`src/rtl/mdio_mux_pkg.sv`:
```
package mdio_mux_pkg;
    localparam int IDW = 3;
    localparam logic [11:0] OFS_RATE_EXT = 12'h000;
    localparam logic [11:0] OFS_RATE_INT = 12'h004;
    localparam logic [11:0] OFS_SCAN     = 12'h008;
    localparam logic [11:0] OFS_PARAM    = 12'h23C;
    localparam logic [11:0] OFS_RDATA    = 12'h240;
    localparam logic [11:0] OFS_ADDR     = 12'h244;
    localparam logic [11:0] OFS_CTRL     = 12'h248;
    localparam logic [11:0] OFS_STAT     = 12'h24C;
    localparam int          OVR_BIT      = 28;
    localparam logic [31:0] CMD_WR       = 32'd1;
    localparam logic [31:0] CMD_RD       = 32'd2;

    typedef struct packed {
        logic [31:0]    rate_ext;
        logic [31:0]    rate_int;
        logic [31:0]    scan;
        logic [31:0]    param;
        logic [31:0]    addr;
        logic [1:0]     ctrl;
        logic           done;
        logic [15:0]    rdata;
        logic           sel_int;
        logic [IDW-1:0] sel_id;
        logic           op_rd;
    } regs_t;

    typedef struct packed {
        logic        busy;
        logic        mdc;
        logic        second;
        logic        rd;
        logic        c45;
        logic        done;
        logic [5:0]  bitn;
        logic [63:0] sh;
        logic [4:0]  phy;
        logic [4:0]  dreg;
        logic [15:0] wdata;
        logic [15:0] rdata;
    } eng_t;

    function automatic logic [63:0] mk_frame(input logic [1:0] st, input logic [1:0] op,
                                             input logic [4:0] pa, input logic [4:0] ra,
                                             input logic [1:0] ta, input logic [15:0] dat);
        return {32'hFFFF_FFFF, st, op, pa, ra, ta, dat};
    endfunction
endpackage

```
`src/rtl/mdio_ratediv.sv`:
```
module mdio_ratediv #(
    parameter int W = 16
) (
    input  logic         clk,
    input  logic         rst_n,
    input  logic         en_i,
    input  logic [W-1:0] dividend_i,
    input  logic [W-1:0] divisor_i,
    output logic         tick_o
);
    logic [W:0] acc_d, acc_q, sum;

    always_comb begin
        sum    = acc_q + {1'b0, dividend_i};
        acc_d  = sum;
        tick_o = 1'b0;
        if (!en_i) begin
            acc_d = '0;
        end else if (dividend_i >= divisor_i) begin
            acc_d  = '0;
            tick_o = 1'b1;
        end else if (sum >= {1'b0, divisor_i}) begin
            acc_d  = sum - {1'b0, divisor_i};
            tick_o = 1'b1;
        end
    end

    always_ff @(posedge clk or negedge rst_n) begin
        if (!rst_n) acc_q <= '0;
        else        acc_q <= acc_d;
    end

    // the accumulator never holds a full divisor's worth
    p_acc_bound_r10: assert property (@(posedge clk) disable iff (!rst_n)
        (en_i && dividend_i < divisor_i) |-> (acc_q < {1'b0, divisor_i}));
endmodule

```
`src/rtl/mdio_frame_eng.sv`:
```
module mdio_frame_eng
    import mdio_mux_pkg::*;
(
    input  logic        clk,
    input  logic        rst_n,
    input  logic        start_i,
    input  logic        rd_i,
    input  logic        c45_i,
    input  logic [4:0]  phy_i,
    input  logic [4:0]  dreg_i,
    input  logic [15:0] addr_i,
    input  logic [15:0] wdata_i,
    input  logic        tick_i,
    input  logic        mdi_i,
    output logic        mdc_o,
    output logic        mdo_o,
    output logic        oe_o,
    output logic        busy_o,
    output logic        done_o,
    output logic [15:0] rdata_o
);
    eng_t q, n;
    logic data_frame;

    assign data_frame = !q.c45 || q.second;
    assign mdc_o   = q.mdc;
    assign mdo_o   = q.busy & q.sh[63];
    assign oe_o    = q.busy & !(q.rd && data_frame && q.bitn >= 6'd46);
    assign busy_o  = q.busy;
    assign done_o  = q.done;
    assign rdata_o = q.rdata;

    always_comb begin
        n      = q;
        n.done = 1'b0;
        if (!q.busy) begin
            n.mdc = 1'b0;
            if (start_i) begin
                n.busy   = 1'b1;
                n.second = 1'b0;
                n.bitn   = '0;
                n.rd     = rd_i;
                n.c45    = c45_i;
                n.phy    = phy_i;
                n.dreg   = dreg_i;
                n.wdata  = wdata_i;
                if (c45_i)
                    n.sh = mk_frame(2'b00, 2'b00, phy_i, dreg_i, 2'b10, addr_i);
                else if (rd_i)
                    n.sh = mk_frame(2'b01, 2'b10, phy_i, dreg_i, 2'b11, 16'h0000);
                else
                    n.sh = mk_frame(2'b01, 2'b01, phy_i, dreg_i, 2'b10, wdata_i);
            end
        end else if (tick_i) begin
            if (!q.mdc) begin
                n.mdc = 1'b1;
                if (q.rd && data_frame && q.bitn >= 6'd48)
                    n.rdata = {q.rdata[14:0], mdi_i};
            end else begin
                n.mdc = 1'b0;
                if (q.bitn == 6'd63) begin
                    if (q.c45 && !q.second) begin
                        n.second = 1'b1;
                        n.bitn   = '0;
                        n.sh     = q.rd ? mk_frame(2'b00, 2'b11, q.phy, q.dreg, 2'b11, 16'h0000)
                                        : mk_frame(2'b00, 2'b01, q.phy, q.dreg, 2'b10, q.wdata);
                    end else begin
                        n.busy = 1'b0;
                        n.done = 1'b1;
                    end
                end else begin
                    n.bitn = q.bitn + 6'd1;
                    n.sh   = {q.sh[62:0], 1'b0};
                end
            end
        end
    end

    always_ff @(posedge clk or negedge rst_n) begin
        if (!rst_n) q <= '0;
        else        q <= n;
    end

    // a bit is held while MDC stays high
    p_mdo_hold_r8: assert property (@(posedge clk) disable iff (!rst_n)
        (mdc_o && $past(mdc_o)) |-> $stable(mdo_o));
    // idle lines are quiet
    p_idle_quiet_r8: assert property (@(posedge clk) disable iff (!rst_n)
        !busy_o |-> (!mdc_o && !oe_o && !mdo_o));
    // completion only follows a running transaction
    p_done_after_busy_r4: assert property (@(posedge clk) disable iff (!rst_n)
        $rose(done_o) |-> $fell(busy_o));
endmodule

```
`src/rtl/mdio_mux_master.sv`:
```
module mdio_mux_master
    import mdio_mux_pkg::*;
#(
    parameter int N_INT = 2,
    parameter int N_EXT = 2
) (
    input  logic                   clk,
    input  logic                   rst_n,
    input  logic                   reg_we,
    input  logic [11:0]            reg_addr,
    input  logic [31:0]            reg_wdata,
    output logic [31:0]            reg_rdata,
    output logic [N_INT+N_EXT-1:0] mdc_o,
    output logic [N_INT+N_EXT-1:0] mdio_o,
    output logic [N_INT+N_EXT-1:0] mdio_oe_o,
    input  logic [N_INT+N_EXT-1:0] mdio_i
);
    localparam int NB = N_INT + N_EXT;

    regs_t       q, n;
    logic        start;
    logic        tick, mdi_sel;
    logic        eng_mdc, eng_mdo, eng_oe, eng_busy, eng_done;
    logic [15:0] eng_rdata;
    logic [NB-1:0] hit;
    logic [15:0] dividend, divisor;

    always_comb begin
        n     = q;
        start = 1'b0;
        if (eng_done) begin
            n.done = 1'b1;
            if (q.op_rd) n.rdata = eng_rdata;
        end
        if (reg_we) begin
            case (reg_addr)
                OFS_RATE_EXT: n.rate_ext = reg_wdata;
                OFS_RATE_INT: n.rate_int = reg_wdata;
                OFS_SCAN:     n.scan     = reg_wdata;
                OFS_PARAM:    n.param    = reg_wdata;
                OFS_ADDR:     n.addr     = reg_wdata;
                OFS_CTRL: begin
                    n.ctrl = reg_wdata[1:0];
                    if (reg_wdata == 32'd0) begin
                        n.done = 1'b0;
                    end else if ((reg_wdata == CMD_WR || reg_wdata == CMD_RD)
                                 && q.scan[OVR_BIT] && !eng_busy) begin
                        start     = 1'b1;
                        n.done    = 1'b0;
                        n.sel_int = q.param[25];
                        n.sel_id  = q.param[24:22];
                        n.op_rd   = (reg_wdata == CMD_RD);
                    end
                end
                default: ;
            endcase
        end
    end

    always_ff @(posedge clk or negedge rst_n) begin
        if (!rst_n) q <= '0;
        else        q <= n;
    end

    always_comb begin
        case (reg_addr)
            OFS_RATE_EXT: reg_rdata = q.rate_ext;
            OFS_RATE_INT: reg_rdata = q.rate_int;
            OFS_SCAN:     reg_rdata = q.scan;
            OFS_PARAM:    reg_rdata = q.param;
            OFS_RDATA:    reg_rdata = {16'h0000, q.rdata};
            OFS_ADDR:     reg_rdata = q.addr;
            OFS_CTRL:     reg_rdata = {30'd0, q.ctrl};
            OFS_STAT:     reg_rdata = {31'd0, q.done};
            default:      reg_rdata = 32'd0;
        endcase
    end

    assign dividend = q.sel_int ? q.rate_int[31:16] : q.rate_ext[31:16];
    assign divisor  = q.sel_int ? q.rate_int[15:0]  : q.rate_ext[15:0];

    mdio_ratediv #(.W(16)) u_div (
        .clk(clk), .rst_n(rst_n), .en_i(eng_busy),
        .dividend_i(dividend), .divisor_i(divisor), .tick_o(tick)
    );

    mdio_frame_eng u_eng (
        .clk(clk), .rst_n(rst_n), .start_i(start), .rd_i(reg_wdata == CMD_RD),
        .c45_i(q.param[21]), .phy_i(q.param[20:16]),
        .dreg_i(q.param[21] ? q.addr[20:16] : q.addr[4:0]),
        .addr_i(q.addr[15:0]), .wdata_i(q.param[15:0]),
        .tick_i(tick), .mdi_i(mdi_sel),
        .mdc_o(eng_mdc), .mdo_o(eng_mdo), .oe_o(eng_oe),
        .busy_o(eng_busy), .done_o(eng_done), .rdata_o(eng_rdata)
    );

    for (genvar i = 0; i < NB; i++) begin : g_bus
        localparam bit IS_INT = (i < N_INT);
        localparam int LID    = IS_INT ? i : i - N_INT;
        assign hit[i]       = (q.sel_int == IS_INT) && (q.sel_id == LID[IDW-1:0]);
        assign mdc_o[i]     = hit[i] & eng_mdc;
        assign mdio_o[i]    = hit[i] & eng_mdo;
        assign mdio_oe_o[i] = hit[i] & eng_oe;
    end

    always_comb begin
        mdi_sel = 1'b1;
        for (int i = 0; i < NB; i++)
            if (hit[i]) mdi_sel = mdio_i[i];
    end

    // at most one bus is ever active
    p_one_mdc_r9: assert property (@(posedge clk) disable iff (!rst_n) $onehot0(mdc_o));
    p_one_oe_r9: assert property (@(posedge clk) disable iff (!rst_n) $onehot0(mdio_oe_o));
    // no start while the lock-out bit is clear
    p_lockout_r3: assert property (@(posedge clk) disable iff (!rst_n)
        (reg_we && reg_addr == OFS_CTRL && !q.scan[OVR_BIT] && !eng_busy) |=> !eng_busy);
    // clearing control clears the done flag
    p_clear_done_r4: assert property (@(posedge clk) disable iff (!rst_n)
        (reg_we && reg_addr == OFS_CTRL && reg_wdata == 32'd0) |=> (reg_addr != OFS_STAT || reg_rdata == 32'd0));
    // the selected bus is frozen while running
    p_sel_frozen_r11: assert property (@(posedge clk) disable iff (!rst_n)
        (eng_busy && $past(eng_busy)) |-> $stable(hit));
endmodule

```
`config.mk`:
```
export PLATFORM = sky130hd
export DESIGN_NAME = mdio_mux_master
export DESIGN_NICKNAME = d
export VERILOG_FILES = /design/src/rtl/mdio_mux_pkg.sv /design/src/rtl/mdio_ratediv.sv /design/src/rtl/mdio_frame_eng.sv /design/src/rtl/mdio_mux_master.sv
export SDC_FILE = /design/constraint.sdc
export NUM_CORES = 1
export LEC_CHECK = 0
export BUFFER_PORTS_ARGS = -buffer_cell sky130_fd_sc_hd__clkbuf_2
export CORE_ASPECT_RATIO = 1.4
export CORE_MARGIN = 2
export CORE_UTILIZATION = 55
export CTS_CLUSTER_SIZE = 16
export DETAILED_ROUTE_END_ITERATION = 10
export PLACE_DENSITY = 0.73
export SYNTH_ARGS = -nofsm -noshare
export SYNTH_HDL_FRONTEND = slang
export SYNTH_SLANG_ARGS = --single-unit
```
`constraint.sdc`:
```
create_clock -name clk -period 16.35 [get_ports clk]
set_input_delay 0.8175 -clock clk [delete_from_list [all_inputs] [get_ports clk]]
set_output_delay 0.8175 -clock clk [all_outputs]
set_load 0.03 [all_outputs]
```
======== Word-level counts from Yosys, hierarchy flattened ========
Cells that the tools add are included.
cells by class
  add/subtract/negate cells ............... 3
  multiply operators ...................... 0
  div/mod/pow operators ................... 0
  order comparisons ....................... 4
  eq/ne operators ......................... 16
  shift-type cells ........................ 0
  muxes and demuxes ....................... 47
  bitwise logic cells ..................... 18
  reductions and logical operators ........ 32
operators with widths
  kind                  number
  $pmux 32 s8           1
  $mux 70               3
  $mux 71               2
  $mux 96               1
  $mux 17               4
  $eq 12x10->1 const B  5
  $mux 30               2
  $mux 16               3
  $eq 32x1->1 const B   1
  $eq 32x2->1 const B   1
  $logic_not 32->1      1
  $mux 31               1
  $mux 1                26
  $add 17x16->17        1
  $ge 17x16->1          1
  $sub 17x16->17        1
  $ge 16x16->1          1
  $reduce_and 2->1      8
  $and 1x1->1           14
  $eq 12x3->1 const B   1
  $eq 12x4->1 const B   1
  $ge 6x6->1 const B    2
  $logic_not 12->1      1
  $reduce_and 4->1      3
  other kinds (14)      35
word-level totals
  flip-flop bits (word level) ............. 319
  bits in latches ......................... 0
  bits in writable memories ............... 0
  ROM bits ................................ 0
  input bits .............................. 51
  output and inout port bits .............. 44
  word-level logic and storage cells ...... 144
  memories ................................ 0

======== Longest topological paths before layout ========
  depth after elaboration ................. 10
  mapped depth ............................ 24
  mapped depth without buffers ............ 20

======== Modules after synthesis ========
Synthesis repeated with hierarchy kept, for this count alone.
second synthesis, totals
  cell total of the unflattened synthesis .. 1585
  area total of the unflattened synthesis .. 17390.4 um^2
by module, submodules not included
  module           instances  cells each  area each (um^2)  seq. area each (um^2)
  mdio_mux_master  1          724         9191.3            4604.4
  mdio_frame_eng   1          517         5336.4            2952.8
  mdio_ratediv     1          344         2862.7            425.4

======== Worst setup path after synthesis ========
No wires, ideal clock.
  path kind ............................... register to register
  start point ............................. register q[4] (netlist bit)
  end point ............................... register u_eng.q[58] (netlist bit)
  setup time .............................. 125 ps
  arrival time ............................ 5103 ps
  data required time ...................... 16225 ps
  setup slack ............................. 11122 ps
  stages on the path, launching flop included .. 24
  buffers on the path ..................... 3
  period minus slack after synthesis ...... 5228 ps
  cell sequence ........................... dfrtp_1 clkbuf_1 buf_1 mux2i_1 inv_1 ha_1 fa_1 a21oi_1 nand4b_1 a31o_2 a31oi_4 a31o_2 a21o_1 a21oi_1 xnor2_1 ha_1 and3_1 a21oi_1 and2_1 mux2_4 a21o_2 o21ai_4 buf_6 mux2_4
between the ends
  cells in the longest elaborated chain, start to end .. 8
ends and longest elaborated chain
  element                       line                   text
  start, declared               mdio_mux_master.sv:20  regs_t q, n;
  start signal, assigned        mdio_mux_master.sv:62  else q <= n;
  $mux 16                       mdio_mux_master.sv:79  assign dividend = q.sel_int ? q.rate_int[31:16] : q.rate_ext[31:16];
  $add 17x16->17                mdio_ratediv.sv:14     sum = acc_q + {1'b0, dividend_i};
  $ge 17x16->1                  mdio_ratediv.sv:22     end else if (sum >= {1'b0, divisor_i}) begin
  $mux 1                        mdio_ratediv.sv:22
  $mux 1 *                      mdio_ratediv.sv:19     end else if (dividend_i >= divisor_i) begin
  $mux 1 *                      mdio_ratediv.sv:17     if (!en_i) begin
  $ne 2x2->1 (no line) *        --
  $reduce_and 4->1 (no line) *  --
  end signal, assigned          mdio_frame_eng.sv:81   else q <= n;
  end, declared                 mdio_frame_eng.sv:22   eng_t q, n;
Every way passes the cells marked *; elsewhere a longest branch is shown, timed or not.
A chain may end at the register's enable or synchronous reset.

======== Worst setup path after layout ========
Same ends and word-level chain as after synthesis.

==> impl_metrics.env <==
export IMPL_status="finished clean"
export IMPL_wl_per_cell_um=22.66
export IMPL_worst_skew_pair_late_latency_ns=0.60
export IMPL_p_sw_frac=0.2255
export IMPL_drive_gt1_frac=0.2720
export IMPL_crit_path_end_kind="flop"
export IMPL_netlist_instances=1428
export IMPL_drtAntennaViolNets=0
export IMPL_cts_hold_buf=0
export IMPL_dpl_hpwl_um=30040
export IMPL_hold_viol=0
export IMPL_h_tree_depth=1
export IMPL_dr_pass1_iters=9
export IMPL_cts_buffers=31
export IMPL_power_frac_seq=0.493
export IMPL_cts_resized=0
export IMPL_vias=11810
export IMPL_synth_async_sr_flop_share=1.000
export IMPL_core_area_um2=29070
export IMPL_io_pins=95
export IMPL_die_area_um2=30880
export IMPL_grt_pass1_vias=12090
export IMPL_post_place_ws_ns=9.892
export IMPL_max_freq_ghz=0.1538
export IMPL_worst_ep_required_time_ns=16.82
export IMPL_port_buffers=94
export IMPL_grtUsageTotal=0.2806
export IMPL_rows=74
export IMPL_cts_tree="done"
export IMPL_antenna_cells=0
export IMPL_nets=1599
export IMPL_tightest_slew_ns=1.062
export IMPL_seq_area_um2=7984
export IMPL_synth_enable_flop_cells=0
export IMPL_grt_max_degree=134
export IMPL_finalMaxSlewViolations=0
export IMPL_r2r_start="q[4]"
export IMPL_multi_input_area_um2=7766
export IMPL_synth_distinct_cells=72
export IMPL_arrival_ns=6.98
export IMPL_worst_clock_skew_ns=0.01664
export IMPL_min_path_type="primary input to asynchronous set/reset pin"
export IMPL_fin_tns_setup_ns=0
export IMPL_yosysSeqAreaShare=0.4924
export IMPL_die_h_um=207.1
export IMPL_vdd_ir_drop_max_mv=0.07637
export IMPL_n_fill_cell=2386
export IMPL_cts_setup_buffers=0
export IMPL_setup_ws_ns=9.846
export IMPL_p_int_mw=1.245
export IMPL_slew_headroom=0.2922
export IMPL_antenna_found_initial=0
export IMPL_cp_start_kind="flop"
export IMPL_synth_avg_cell_area_um2=11.35
export IMPL_cts_root_buf="clkbuf_16"
export IMPL_routed_via_density=6.209
export IMPL_setup_viol=0
export IMPL_drt_iter0_markers=845
export IMPL_syn_area_um2=16210
export IMPL_pwr_share_clk=0.470
export IMPL_yosys_most_used_dff="dfrtp_1"
export IMPL_yosys_warnings=0
export IMPL_r2r_end="u_eng.q[58]"
export IMPL_overflow=0
export IMPL_routed_wl_um=43110
export IMPL_r2r_cells=20
export IMPL_period_needed_ns=6.504
export IMPL_p_per_area_nw_per_um2=88.84
export IMPL_post_route_period_util=0.3978
export IMPL_syn2layout_area_growth_pct=11.58
export IMPL_clock_sinks=319
export IMPL_cp_max_fo=38
export IMPL_clk_pin_slew_worst_paths_ns=0.07
export IMPL_synth_nets=1530
export IMPL_p_comb_frac=0.037
export IMPL_switchingPower_uw=362.4
export IMPL_critPathKind="flop to flop"
export IMPL_start_util=0.5576
export IMPL_drc=0
export IMPL_max_cap_violations=0
export IMPL_place_gp_congestion=0.9078
export IMPL_grt_pass1_wl_um=67740
export IMPL_ys_ff_latch=319
export IMPL_dieWidth_um=149.1
export IMPL_rsz0062_at_grt="no"
export IMPL_r2r_slack_ns=9.85
export IMPL_clockBufferDepth=3
export IMPL_whs_ns=0.3282
export IMPL_p_leak_nw=9.051
## area by class of cell
| cell class | instances | share of cell area |
|---|---|---|
| tap | 380 | 0.02629 |
| clock inverter | 16 | 0.01141 |
| multi-input combinational | 991 | 0.4294 |
| timing repair buffer | 116 | 0.03569 |
| inverter | 38 | 0.007886 |
| sequential | 319 | 0.4414 |
| clock buffer | 42 | 0.04794 |
## Yosys cell counts (3+ instances only)
master    instances  area share
a211oi_1          5      0.0023
a21o_1           22       0.010
a21oi_1          43       0.013
a21oi_2           3      0.0016
a221o_1           9      0.0056
a222oi_1         31       0.019
a22o_1            5      0.0027
a22oi_1          28       0.013
a31oi_1           4      0.0015
and2_1            4      0.0015
and3_1            7      0.0027
and3b_1           3      0.0016
buf_1            21      0.0049
buf_2            13      0.0040
buf_4             4      0.0019
clkbuf_1         41      0.0095
dfrtp_1         319        0.49
ha_1             49       0.038
inv_1            37      0.0086
mux2_2          217        0.15
mux2_4            3      0.0028
mux2i_1          71       0.044
nand2_1         189       0.044
nand2b_1          7      0.0027
nand3_1          29      0.0090
nand3b_1          3      0.0014
nand4_1           9      0.0035
nor2_1           45       0.010
nor2b_1           8      0.0031
nor3_1            9      0.0028
nor3b_1           4      0.0019
nor4_1            9      0.0035
o211ai_1          3      0.0014
o21a_1            9      0.0042
o21ai_0          55       0.017
o221ai_1          5      0.0027
o22a_1           33       0.018
or2_2             3      0.0012
xnor2_1          17      0.0092
xor2_1           11      0.0059
## registers in the layout, summed over array words and instances, names as in the netlist
| register | cells |
|---|---|
| u_eng.busy_o | 1 |
| u_eng.q | 99 |
| q | 184 |
| u_eng.done_o | 1 |
| u_eng.mdc_o | 1 |
| u_div.acc_q | 17 |
| u_eng.rdata_o | 16 |
## how the worst max path moves through the flow
stage | depth (start not counted) | slack [ns] | end | startpoint
after floorplan | 23 | 11.12 | u_eng.q[58] | q[4]
after global placement | 21 | 9.97 | u_eng.q[58] | q[4]
after detailed placement | 20 | 9.89 | u_eng.q[58] | q[4]
after CTS | 20 | 9.87 | u_eng.q[58] | q[4]
after global routing | 20 | 9.42 | u_eng.q[71] | q[4]
final | 20 | 9.85 | u_eng.q[58] | q[4]
## metal layers
layer	track usage	vias up	routed length [um]
met3	0.03392	88	1947
li1	-	5366	-
met2	0.4758	370	21850
met4	0.1320	0	2000
met1	0.3568	5986	17310
met5	0	-	0
## through the flow
step	power, mW	instance area (um2)	std cells	utilization
after detailed placement	0.8662	17010	1844	0.5852
final	1.607	18090	1902	0.6221
after global routing	1.654	18090	1902	0.6221
after global placement	0.8654	17010	1844	0.5852
after floorplan	0.8286	16210	1428	-
after CTS	1.619	18090	1902	0.6221
## layout by cell type, fill, tap and decap left out, types with 4 or more instances in the layout
cell type / netlist / final
bufinv_16: 0 / 4
nand4_1: 9 / 9
a211oi_1: 5 / 5
and3_1: 7 / 7
buf_4: 4 / 22
nand3_1: 29 / 28
a22oi_1: 28 / 28
a31oi_1: 4 / 4
nor2b_1: 8 / 8
a221o_1: 9 / 9
dfrtp_1: 319 / 318
a22o_1: 5 / 5
xor2_1: 11 / 11
mux2_2: 217 / 217
clkbuf_8: 0 / 5
o21ai_0: 55 / 55
xnor2_1: 17 / 17
nand2_1: 189 / 189
mux2i_1: 71 / 71
nor2_1: 45 / 44
o22a_1: 33 / 33
a21oi_1: 43 / 43
clkbuf_1: 41 / 6
nand2b_1: 7 / 7
inv_1: 37 / 37
a222oi_1: 31 / 31
ha_1: 49 / 49
clkbuf_2: 0 / 93
and2_1: 4 / 4
clkbuf_16: 0 / 31
o21a_1: 9 / 9
nor3_1: 9 / 9
o221ai_1: 5 / 5
a21o_1: 22 / 22
clkinv_2: 0 / 7
nor4_1: 9 / 8
## worst max-delay path, cell delays in order, from the launching register on
cell       delay (ns)
dfrtp_2          0.40
buf_4            0.53
mux2_2           0.43
ha_1             0.32
inv_1            0.08
o21bai_1         0.11
a2111oi_0        0.61
o31ai_1          0.16
a21oi_1          0.20
xnor2_1          0.11
ha_1             0.38
and4_1           0.29
nand4_1          0.11
nor3_1           0.15
a21oi_1          0.12
and2_1           0.17
mux2_4           0.33
a21o_2           0.28
o21ai_4          0.74
buf_4            0.49
mux2_4           0.33
## power by group through the flow
stage	clock (mW)	combinational, mW	sequential [mW]
final	0.755	0.0591	0.792
after global routing	0.797	0.0650	0.792
after CTS	0.767	0.0594	0.792
after detailed placement	0	0.0590	0.807
after global placement	0	0.0584	0.807
after floorplan	0	0.0219	0.807
## logic make-up after synthesis
group	count (synthesis)	synth area share
AOI/OAI and AO/OA	277	0.1252
xor gates and xnor gates	28	0.01513
DFF	319	0.4924
muxes	293	0.2001
buffers and inverters	118	0.02972
and+or+nand+nor	342	0.09710
adders and majority gates	51	0.04029
Power figures use the tool's default switching activity.
